## src/rtl/hirq_pkg.sv

```systemverilog
package hirq_pkg;
  localparam int NFLAG    = 4;
  localparam int B_OUT    = 0;
  localparam int B_INRDY  = 1;
  localparam int B_PART   = 2;
  localparam int B_CTXRDY = 3;

  localparam int A_STATUS = 0;
  localparam int A_ENABLE = 1;
  localparam int A_CTRL   = 2;

  localparam int C_GIE    = 0;
  localparam int C_CSREQ  = 1;

  typedef enum logic [0:0] {CS_IDLE = 1'b0, CS_DRAIN = 1'b1} cs_state_t;
endpackage

```

## src/rtl/hirq_status.sv

```systemverilog
module hirq_status #(
  parameter int NF = 4
) (
  input  logic          clk,
  input  logic          rst_n,
  input  logic [NF-1:0] set_vec,
  input  logic          clr_we,
  input  logic          en_we,
  input  logic [NF-1:0] wbits,
  output logic [NF-1:0] status_q,
  output logic [NF-1:0] enable_q
);
  logic [NF-1:0] clr_mask;
  logic [NF-1:0] status_d;
  logic [NF-1:0] enable_d;

  always_comb begin
    clr_mask = clr_we ? wbits : '0;
    status_d = (status_q & ~clr_mask) | set_vec;
    enable_d = en_we ? wbits : enable_q;
  end

  always_ff @(posedge clk or negedge rst_n) begin
    if (!rst_n) begin
      status_q <= '0;
      enable_q <= '0;
    end else begin
      status_q <= status_d;
      if (en_we) enable_q <= enable_d;
    end
  end

  // a flag never falls unless it was written with 1
  a_r2_sticky: assert property (@(posedge clk) disable iff (!rst_n)
    1'b1 |=> ((($past(status_q) & ~status_q) & ~$past(clr_mask)) == '0));
  // a cleared bit without a same-cycle event reads 0 next
  a_r3_w1c: assert property (@(posedge clk) disable iff (!rst_n)
    clr_we |=> ((status_q & $past(wbits & ~set_vec)) == '0));
  // an event always lands
  a_r3_set_wins: assert property (@(posedge clk) disable iff (!rst_n)
    (set_vec != '0) |=> ((status_q & $past(set_vec)) == $past(set_vec)));
endmodule

```

## src/rtl/hirq_ctxsw.sv

```systemverilog
module hirq_ctxsw
  import hirq_pkg::*;
(
  input  logic clk,
  input  logic rst_n,
  input  logic req_wr,
  input  logic seq_busy,
  input  logic seq_final,
  output logic pending,
  output logic set_part,
  output logic set_out
);
  cs_state_t state_q, state_d;
  logic      done;

  always_comb begin
    state_d = state_q;
    done    = 1'b0;
    case (state_q)
      CS_IDLE:  if (req_wr) state_d = CS_DRAIN;
      CS_DRAIN: if (!seq_busy) begin
        done    = 1'b1;
        state_d = CS_IDLE;
      end
      default:  state_d = CS_IDLE;
    endcase
    set_part = done & ~seq_final;
    set_out  = done &  seq_final;
    pending  = (state_q == CS_DRAIN);
  end

  always_ff @(posedge clk or negedge rst_n) begin
    if (!rst_n) state_q <= CS_IDLE;
    else        state_q <= state_d;
  end

  // no completion while the sequencer is busy
  a_r7_wait_busy: assert property (@(posedge clk) disable iff (!rst_n)
    (pending && seq_busy) |=> pending);
  // completion picks exactly one flag
  a_r8_one_flag: assert property (@(posedge clk) disable iff (!rst_n)
    !(set_part && set_out));
endmodule

```

## src/rtl/hirq_gate.sv

```systemverilog
module hirq_gate #(
  parameter int NF       = 4,
  parameter int PART_BIT = 2
) (
  input  logic          clk,
  input  logic          rst_n,
  input  logic [NF-1:0] status,
  input  logic [NF-1:0] enable,
  input  logic          gie,
  output logic          irq_main,
  output logic          irq_part
);
  logic [NF-1:0] masked;
  logic          main_d, part_d;

  genvar i;
  generate
    for (i = 0; i < NF; i++) begin : g_mask
      assign masked[i] = status[i] & enable[i];
    end
  endgenerate

  always_comb begin
    main_d = gie & (|masked);
    part_d = gie & status[PART_BIT];
  end

  always_ff @(posedge clk or negedge rst_n) begin
    if (!rst_n) begin
      irq_main <= 1'b0;
      irq_part <= 1'b0;
    end else begin
      irq_main <= main_d;
      irq_part <= part_d;
    end
  end
endmodule

```

## src/rtl/hirq_top.sv

```systemverilog
module hirq_top
  import hirq_pkg::*;
#(
  parameter int DW = 32,
  parameter int AW = 2
) (
  input  logic          clk,
  input  logic          rst_n,
  input  logic          reg_we,
  input  logic [AW-1:0] reg_addr,
  input  logic [DW-1:0] reg_wdata,
  output logic [DW-1:0] reg_rdata,
  input  logic          ev_result,
  input  logic          ev_in_req,
  input  logic          ev_ctx_in,
  input  logic          seq_busy,
  input  logic          seq_final,
  output logic          in_hold,
  output logic          irq_main,
  output logic          irq_part
);
  logic [NFLAG-1:0] status_q, enable_q, set_vec;
  logic             gie_q;
  logic             we_stat, we_en, we_ctrl, req_wr;
  logic             pending, set_part, set_out;

  always_comb begin
    we_stat = reg_we && (reg_addr == AW'(A_STATUS));
    we_en   = reg_we && (reg_addr == AW'(A_ENABLE));
    we_ctrl = reg_we && (reg_addr == AW'(A_CTRL));
    req_wr  = we_ctrl && reg_wdata[C_CSREQ];
    set_vec = '0;
    set_vec[B_OUT]    = ev_result | set_out;
    set_vec[B_INRDY]  = ev_in_req & ~pending;
    set_vec[B_PART]   = set_part;
    set_vec[B_CTXRDY] = ev_ctx_in;
  end

  always_ff @(posedge clk or negedge rst_n) begin
    if (!rst_n)       gie_q <= 1'b0;
    else if (we_ctrl) gie_q <= reg_wdata[C_GIE];
  end

  hirq_status #(.NF(NFLAG)) u_status (
    .clk(clk), .rst_n(rst_n), .set_vec(set_vec), .clr_we(we_stat),
    .en_we(we_en), .wbits(reg_wdata[NFLAG-1:0]),
    .status_q(status_q), .enable_q(enable_q)
  );

  hirq_ctxsw u_ctxsw (
    .clk(clk), .rst_n(rst_n), .req_wr(req_wr), .seq_busy(seq_busy),
    .seq_final(seq_final), .pending(pending), .set_part(set_part),
    .set_out(set_out)
  );

  hirq_gate #(.NF(NFLAG), .PART_BIT(B_PART)) u_gate (
    .clk(clk), .rst_n(rst_n), .status(status_q), .enable(enable_q),
    .gie(gie_q), .irq_main(irq_main), .irq_part(irq_part)
  );

  assign in_hold = pending;

  always_comb begin
    reg_rdata = '0;
    case (reg_addr)
      AW'(A_STATUS): reg_rdata[NFLAG-1:0] = status_q;
      AW'(A_ENABLE): reg_rdata[NFLAG-1:0] = enable_q;
      AW'(A_CTRL): begin
        reg_rdata[C_GIE]   = gie_q;
        reg_rdata[C_CSREQ] = pending;
      end
      default: reg_rdata = '0;
    endcase
  end

  // combined line only with global enable in the previous cycle
  a_r4_main_gie: assert property (@(posedge clk) disable iff (!rst_n)
    irq_main |-> $past(gie_q));
  // partial line needs global enable and the partial flag
  a_r5_part_src: assert property (@(posedge clk) disable iff (!rst_n)
    irq_part |-> ($past(gie_q) && $past(status_q[B_PART])));
  // no input-ready while a switch is pending
  a_r6_no_inrdy: assert property (@(posedge clk) disable iff (!rst_n)
    (pending && !status_q[B_INRDY] && !(reg_we && reg_addr == AW'(A_STATUS)))
      |=> !status_q[B_INRDY]);
  // the end of a switch always leaves a completion flag
  a_r9_done_flag: assert property (@(posedge clk) disable iff (!rst_n)
    (pending && !seq_busy) |=> (!pending && (status_q[B_OUT] || status_q[B_PART])));
endmodule

```

## config.mk

```make
export PLATFORM = sky130hd
export DESIGN_NAME = hirq_top
export DESIGN_NICKNAME = d
export VERILOG_FILES = /design/src/rtl/hirq_pkg.sv /design/src/rtl/hirq_status.sv /design/src/rtl/hirq_ctxsw.sv /design/src/rtl/hirq_gate.sv /design/src/rtl/hirq_top.sv
export SDC_FILE = /design/constraint.sdc
export NUM_CORES = 1
export LEC_CHECK = 0
export BUFFER_PORTS_ARGS = -buffer_cell sky130_fd_sc_hd__buf_2
export CELL_PAD_IN_SITES_DETAIL_PLACEMENT = 1
export CELL_PAD_IN_SITES_GLOBAL_PLACEMENT = 1
export CORE_UTILIZATION = 22
export CTS_CLUSTER_SIZE = 24
export DETAILED_ROUTE_END_ITERATION = 10
export PLACE_DENSITY_LB_ADDON = 0.12
export RECOVER_POWER = 25
export SYNTH_ARGS = -nofsm -noshare
export SYNTH_HDL_FRONTEND = slang
export SYNTH_HIERARCHICAL = 1
export SYNTH_SLANG_ARGS = --single-unit
```

## constraint.sdc

```tcl
create_clock -name clk -period 1.15 [get_ports clk]
set_input_delay 0.0575 -clock clk [delete_from_list [all_inputs] [get_ports clk]]
set_output_delay 0.0575 -clock clk [all_outputs]
set_load 0.01 [all_outputs]
```

-- Word level (Yosys, flattened, before mapping)
Index checks and enable logic that the tools add are counted.
- register bits after elaboration: 12
- bits of input ports: 42
- output and inout port bits: 35
- equality and inequality tests: 2
- muxes and demuxes: 8
- bitwise operators: 15
- reductions and logical operators: 6
- operator list (cell ; count):
    1-bit bitwise AND ; 9
    2-bit one-hot mux with 3 select lines ; 1
    4-bit bitwise AND ; 1
    1-bit logical AND ; 4
    1-bit 2-to-1 mux ; 4
    4-bit 2-to-1 mux ; 1
    4-bit NOT ; 1
    4-bit bitwise OR ; 1
    2-bit one-hot mux with 2 select lines ; 1
    4-bit OR reduction ; 1
    2-bit by 1-bit equality test with 1-bit output, second input constant ; 1
    2-bit equality test, second input constant ; 1
    2-bit zero test ; 1
    1-bit NOT ; 2
    1-bit one-hot mux with 2 select lines ; 1
    1-bit bitwise OR ; 1

-- Longest topological paths before layout
Gate-level depths: netlist of the first run.
- depth in word-level cells: 6
- depth in mapped cells: 4

-- Hierarchy
Netlist of the first run, hierarchy kept.
- modules (own cells, without submodules) (module ; instances ; cells an instance ; area each (µm²) ; sequential area each (µm²)):
    hirq_top ; 1 ; 50 ; 399.1 ; 25.0
    hirq_status ; 1 ; 20 ; 290.3 ; 200.2
    hirq_gate ; 1 ; 6 ; 80.1 ; 50.0
    hirq_ctxsw ; 1 ; 4 ; 62.6 ; 25.0

-- Least setup slack after synthesis of the first run
OpenSTA, ideal clock, no wires.
- kind: reg-to-reg
- start point: register u_ctxsw.state_q, in the netlist u_ctxsw/pending
- end point: register u_status.status_q[0]
- data arrival time: 1064 ps
- setup slack: -32 ps
- cell stages (with the launch flop): 4
- path buffers: 0
- cells stage by stage: dfrtp_1 > and3b_2 > or2_2 > a21o_1
- longest elaborated chain between the ends: 4
- ends and longest elaborated chain (item ; RTL line ; text):
    from (decl) ; hirq_ctxsw.sv:13 ; cs_state_t state_q, state_d;
    from (signal assigned) ; hirq_ctxsw.sv:34 ; else state_q <= state_d;
    1-bit 2-to-1 mux ; hirq_ctxsw.sv:19 ; case (state_q)
    1-bit bitwise AND ; hirq_ctxsw.sv:28 ; set_out = done & seq_final;
    net set_out ; hirq_top.sv:25 ; logic pending, set_part, set_out;
    1-bit bitwise OR ; hirq_top.sv:33 ; set_vec[B_OUT] = ev_result | set_out;
    net set_vec[0] ; hirq_top.sv:22 ; logic [NFLAG-1:0] status_q, enable_q, set_vec;
    4-bit bitwise OR ; hirq_status.sv:19 ; status_d = (status_q & ~clr_mask) | set_vec;
    net u_status.status_d[0] ; hirq_status.sv:14 ; logic [NF-1:0] status_d;
    to (signal assigned) ; hirq_status.sv:28 ; status_q <= status_d;
    to (decl) ; hirq_status.sv:10 ; output logic [NF-1:0] status_q,
The timed path passes the listed nets, and every way through them passes these cells.
A chain may end at the register's enable or synchronous reset.

-- Worst setup path in the final report of the first run
Same ends and word-level chain as after synthesis.

==> results.md, run 1 <==
- CP Capture Type: register
- DRT iter0 DRCs: 13
- Final Setup Violations: 0
- Fmax: 909 MHz
- CP Data Arrival Time: 1.23 ns
- Endpoints failing hold: 0
- Grt ovf: 0
- CTS clock-pin slew for the worst setup and hold paths: 0.05 ns
- Drt wl/cell: 10.6 µm
- Final clock skew: 0.000963 ns
- Nature of the critical path startpoint: register
- GR Util met1: 9.59%
- Most Crowded Layer GR: met2
- Synth Warn #: 6
- LEAKAGE: 0.518 nW
- Placed cell count: 148
- Routability cong.: 0.719
- Seq/Total Area, Yosys: 36.1%
- I/O Pins: 77
- Vias: 557
- Worst-path fanout max: 2
- Post-DP HPWL: between 1 and 1.5 mm
- #FFs+latches synth: 12
- PwrDens: between 1000 and 1500 nW/µm²
- Most frequent cells in the layout: conb_1, buf_2, dfrtp_1
- Worst Max-Slew Pin Slew: between 0.6 and 0.7 ns
- Pins Over Slew Limit: 0
- Nets: 151
- Highest-delay cell along the critical path: dfrtp_2
- Root buffer cell: clkbuf_8
- Hold Crit Class: input pin to register
- Initial antenna violation count: 0
- Bufs on Longest Clock Path: 2
- Placed Area: 906 µm²
- ANT nets after route: 0
- Setup bufs post-CTS: 0
- Drt via density: between 3 and 4
- Commonest non-fill, non-tap cell in the layout: conb_1
- Largest net degree at the start of global routing: 13
- Cts bufs inserted: 3
- First-pass GRT wire length: 2.56 mm
- Gate count of the mapped netlist: 80
- Area Growth Syn to Fin: 18.2%
- GR Layer Usage met2: 14.1%
- Status: finished clean
- Final cycle utilization of the critical path: 95.7%
- Netlist Area Pre-Place: 832 µm²
- Register Area: 302 µm²
- Slew HR: 56.4%
- Total power: roughly 0.0013 W
- CP peak stage delay: a little over 0.4 ns
- Fillers: roughly 430
- I/O Buffers: 20
- Clk Latency, worst-skew pair: 0.24 ns
- Setup tns final: 0 ns
- Total track usage: 8.77%
- Worst vdd ir: 0.000329 V
- CP Cell Sequence: and3b_2, or2_4, a21o_1
- Diodes inserted: 0
- Full die area: 4030 µm²
- First-pass DRT Iterations: 2
- Final Cell Area: slightly below 1000 µm²
- MaxCap Viol Count: 0
- WL final: 1.64 mm
- H-tree depth: 1
- TritonCTS Sinks: 12
- Final Non-Filler Cells: 154
- Number of distinct library cells after synthesis: 23
- Met3 Use GR: under 10%
- CP Data Required Time: roughly 1.3 ns
- CTS tree: done
- DR DRC count: 0
- Footprint of the multi-input gates: roughly 400 µm²
- Core box area: roughly 3500 µm²
- Die Span X: 63.5 µm
- # rows: 21
- Initial core utilization: 24.0%
- Via count of the first global-routing pass: 550
- Area share of the largest cell type after synthesis: 36.1%
- Layout cells sized above 1: 34.3%
- Mean post-synth cell area: around 10 µm²
- Crit Path Class: register to register
- Yosys top cell by area: dfrtp_1
- DIE HEIGHT: 63.5 µm
- Ranking of synthesized cells by area: dfrtp_1, buf_4, mux2_1, mux2i_1, a21o_1
- Unrepaired setup endpoints after global routing: false
- Post-layout minimum cycle time: 1.10 ns
[synthesized netlist by cell type (all sizes together)]
master   number
buf          29
dfrtp        12
mux2          6
nand2         5
a21o          4
mux2i         4
nor2          4
a22oi         2
nor3b         2
o2bb2ai       2
a21boi        1
and2          1
and2b         1
and3b         1
clkbuf        1
conb          1
inv           1
nand3b        1
nor2b         1
or2           1
[path summary, 6_finish.rpt]
check | end | slack [ns] | from | cells past startpoint
min in group asynchronous | u_status/status_q[1] | 0.36 | rst_n | 2
max | u_status/status_q[0] | 0.05 | u_ctxsw/pending | 3
min reg2reg | u_status/enable_q[3] | 0.52 | u_status/enable_q[3] | 1
min | u_status/enable_q[2] | 0.06 | reg_wdata[2] | 2
max reg2reg | u_status/status_q[0] | 0.05 | u_ctxsw/pending | 3
max in group asynchronous | u_ctxsw/pending | 0.33 | rst_n | 2
[stage by stage]
| stage | worst slack, ns | hold slack (ns) | utilization, % |
|---|---|---|---|
| after floorplan | 0.0182 | -0.238 | - |
| after global placement | 0.0674 | -0.0442 | 26.1 |
| after detailed placement | 0.0679 | -0.0436 | 26.1 |
| after CTS | 0.0151 | 0.0564 | 28.3 |
| after global routing | 0.0107 | 0.0590 | 28.4 |
| final | 0.0493 | 0.0602 | 28.4 |
[cell families after synthesis]
family | Yosys count | synth area share [%]
compound gates | 9 | 8.42
buf+inv | 31 | 27.7
flops | 12 | 36.1
mux | 10 | 13.8
other cells | 1 | 0.451
simple gates | 17 | 13.5
[flip-flops by register name, summed over array words and instances (netlist names)]
register and flops:
u_status/enable_q 4, u_status/status_q 4, gie_q 1, u_ctxsw/pending 1, u_gate/irq_main 1, u_gate/irq_part 1
[layer usage]
metal,share of wire [%],up-vias,wire [µm]
met5,0,-,0
met4,3.8,0,62
met3,7.6,4,124
met2,45,32,743
met1,43,256,705
li1,-,265,-
[cell type report]
class / instances / share of cell area, %
multi-input combinational: 64 / 41.2
sequential: 12 / 30.7
timing repair buffer: 27 / 16.3
tap: 46 / 5.85
clock buffer: 4 / 5.60
inverter: 1 / 0.382
[power by group]
part	switching (W)	internal (W)	leakage [nW]	total [W]
Combinational	0.000146	0.000131	0.352	0.000277
Sequential	0.0000429	0.000485	0.137	0.000527
Clock	0.000155	0.000302	0.0288	0.000458
[critical path: cells and delay by family (launching register included)]
family	cells	cell delay (ns)
AND/OR/NAND/NOR	2	0.45
flip-flops	1	0.41
AO/OA/AOI/OAI	1	0.14
[what timing repair did]
action	in CTS	in global routing
hold buffers	2	0
endpoints found under the setup margin	0	1
resized for setup	0	1
hold endpoints to repair	13	0
(Power assumes the default switching activity.)
==> run 2: changes to the inputs <==
RECOVER_POWER = not set   (was 25)
==> run 2 against run 1 <==
  * Flip-flop and latch count stayed put
  * Cell count stayed put
  * Die area stayed put
  * Critical path depth stayed put
  * Worst hold slack hardly changed
  * Register-to-register slack hardly changed
  * Via count stayed put
  * Critical endpoint unchanged
==> results.md, run 2 (synthesized netlist as in run 1, its figures left out) <==
- Layout cells sized above 1: 35.2% (+0.93 points)
- Final Setup Violations: 0 (unchanged)
- Drt via density: 3.62 (unchanged)
- Die Span X: 63.5 µm (unchanged)
- I/O Pins: 77 (unchanged)
- I/O Buffers: 20 (unchanged)
- Largest net degree at the start of global routing: 13 (unchanged)
- Reg2reg end: u_status/status_q[0]
- Setup bufs post-CTS: 0 (unchanged)
- Worst vdd ir: 0.000329 V (about the same)
- Final clock skew: 0.000866 ns (-0.0000970 ns)
- CP peak stage delay: 0.41 ns (about the same)
- Clock power share: 36.2% (about the same)
- Hold Crit Class: input pin to register
- Sequential power share: 41.8% (about the same)
- Root buffer cell: clkbuf_8
- Area Growth Syn to Fin: 18.3%
- Post-DP HPWL: 1.34 mm (unchanged)
- Worst-path fanout max: 2 (unchanged)
- Bufs on Longest Clock Path: 2 (unchanged)
- Fmax: 909 MHz (about the same)
- Crit Path Class: register to register
- Final core utilization: 28.4% (+0.036 points)
- DIE HEIGHT: 63.5 µm (unchanged)
- CP Data Arrival Time: 1.23 ns (about the same)
- CTS tree: done
- CP bufs+invs: 0 (unchanged)
- Commonest non-fill, non-tap cell in the layout: conb_1
- Placed Area: 906 µm² (unchanged)
- First-pass GRT wire length: 2.56 mm (unchanged)
- Switching component of the power: 0.000344 W (about the same)
- Routability cong.: 0.719 (unchanged)
- DRT iter0 DRCs: 13 (unchanged)
- Clk Latency, worst-skew pair: 0.24 ns (about the same)
- H-tree depth: 1 (unchanged)
- MaxCap Viol Count: 0 (unchanged)
- Initial core utilization: 24.0% (unchanged)
- Cts bufs inserted: 3 (unchanged)
- Pins Over Slew Limit: 0 (unchanged)
- Endpoints failing hold: 0 (unchanged)
- R2r worst-path depth: 3 (unchanged)
- Initial antenna violation count: 0 (unchanged)
- Most frequent cells in the layout: conb_1, buf_2, dfrtp_1
- R2R Setup Slk: 0.05 ns (about the same)
- LEAKAGE: 0.521 nW (+0.53%)
- Total track usage: 8.77% (unchanged)
- CP Capture Type: register
- Drt wl/cell: 10.6 µm (unchanged)
- WL final: 1.64 mm (unchanged)
- Post-layout minimum cycle time: 1.10 ns (-0.0000126 ns)
- Status: finished clean
- ANT nets after route: 0 (unchanged)
- DR DRC count: 0 (unchanged)
- Reg2reg start: u_ctxsw/pending
- Switching share of power: 27.3% (about the same)
- Crit path launch: u_ctxsw/pending
- Highest-delay cell along the critical path: dfrtp_2
- CP Cell Sequence: and3b_2, or2_4, a21o_1
- Regs by FF count: u_status/enable_q (4), u_status/status_q (4)
- PwrDens: 1280 nW/µm² (-0.10%)
- WHS Path Cells: 2 (unchanged)
- Hold path start: reg_wdata[2]
- Hold path endpoint: u_status/enable_q[2]
- P_int: 0.000919 W (about the same)
- Nets: 151 (unchanged)
- Final cycle utilization of the critical path: 95.7% (about the same)
- # rows: 21 (unchanged)
- Via count of the first global-routing pass: 550 (unchanged)
- Diodes inserted: 0 (unchanged)
- Setup tns final: 0 ns (unchanged)
- Comb pwr share: 22.0% (about the same)
- Full die area: 4030 µm² (unchanged)
- CP delay by family, top: simple AND/OR/NAND/NOR gates
- Unrepaired setup endpoints after global routing: false
- First-pass DRT Iterations: 2 (unchanged)
- TritonCTS Sinks: 12 (unchanged)
- Nature of the critical path startpoint: register
- CP Data Required Time: 1.28 ns (about the same)
- Core box area: 3470 µm² (unchanged)
- Vias: 557 (unchanged)
- Final Cell Area: 985 µm² (+0.13%)
- Grt ovf: 0 (unchanged)
- CTS clock-pin slew for the worst setup and hold paths: 0.05 ns (about the same)
-- run 2: changes by cell type in the layout (fill, tap and decap cells not counted), sizes merged --
cell,before,now
buf,24,25
clkbuf,5,4
-- run 2: power by group through the flow --
| stage | registers (W) | logic, W | clock network (W) |
|---|---|---|---|
| after global placement | 0.000536 | 0.000270 | 0 |
| after detailed placement | 0.000535 | 0.000275 | 0 |
| after floorplan | 0.000533 | 0.000238 | 0 |
| after CTS | 0.000528 | 0.000281 | 0.000472 |
| after global routing | 0.000537 | 0.000310 | 0.000486 |
| final | 0.000527 | 0.000278 | 0.000458 |
-- run 2: layout make-up --
class	count	area, µm²
fill	432	2480
multi-input combinational	64	405
sequential	12	302
timing repair buffer	27	161
tap	46	57.6
clock buffer	4	55.1
inverter	1	3.75
-- run 2: routing by layer --
metal	wire (µm)	track usage, %	share of wire [%]
met5	0	0	0
met4	62	8.52	3.8
met3	124	1.45	7.6
met2	739	14.1	45
met1	708	9.59	43
-- run 2: worst max path at each step --
stage / end / slack, ns / cells past startpoint
final: u_status/status_q[0] / 0.05 / 3
after global routing: reg_rdata[1] / 0.01 / 3
after CTS: reg_rdata[1] / 0.02 / 3
after detailed placement: u_status/status_q[0] / 0.07 / 3
after global placement: u_status/status_q[0] / 0.07 / 3
after floorplan: u_status/status_q[0] / 0.02 / 3
-- run 2: repair_timing --
action                                 4_1_cts  5_1_grt
endpoints found under the hold margin       13        0
hold buffers                                 2        0
resized for setup                            0        1
setup endpoints to repair                    0        1
-- run 2: metrics by stage --
stage / total power (W) / cells / hold slack, ns / setup slack, ns
global route: 0.00133 / 154 / 0.0590 / 0.0107
CTS: 0.00128 / 154 / 0.0564 / 0.0151
floorplan: 0.000771 / 107 / -0.238 / 0.0182
detailed placement: 0.000810 / 148 / -0.0436 / 0.0679
global placement: 0.000806 / 148 / -0.0442 / 0.0674
finish: 0.00126 / 154 / 0.0602 / 0.0493
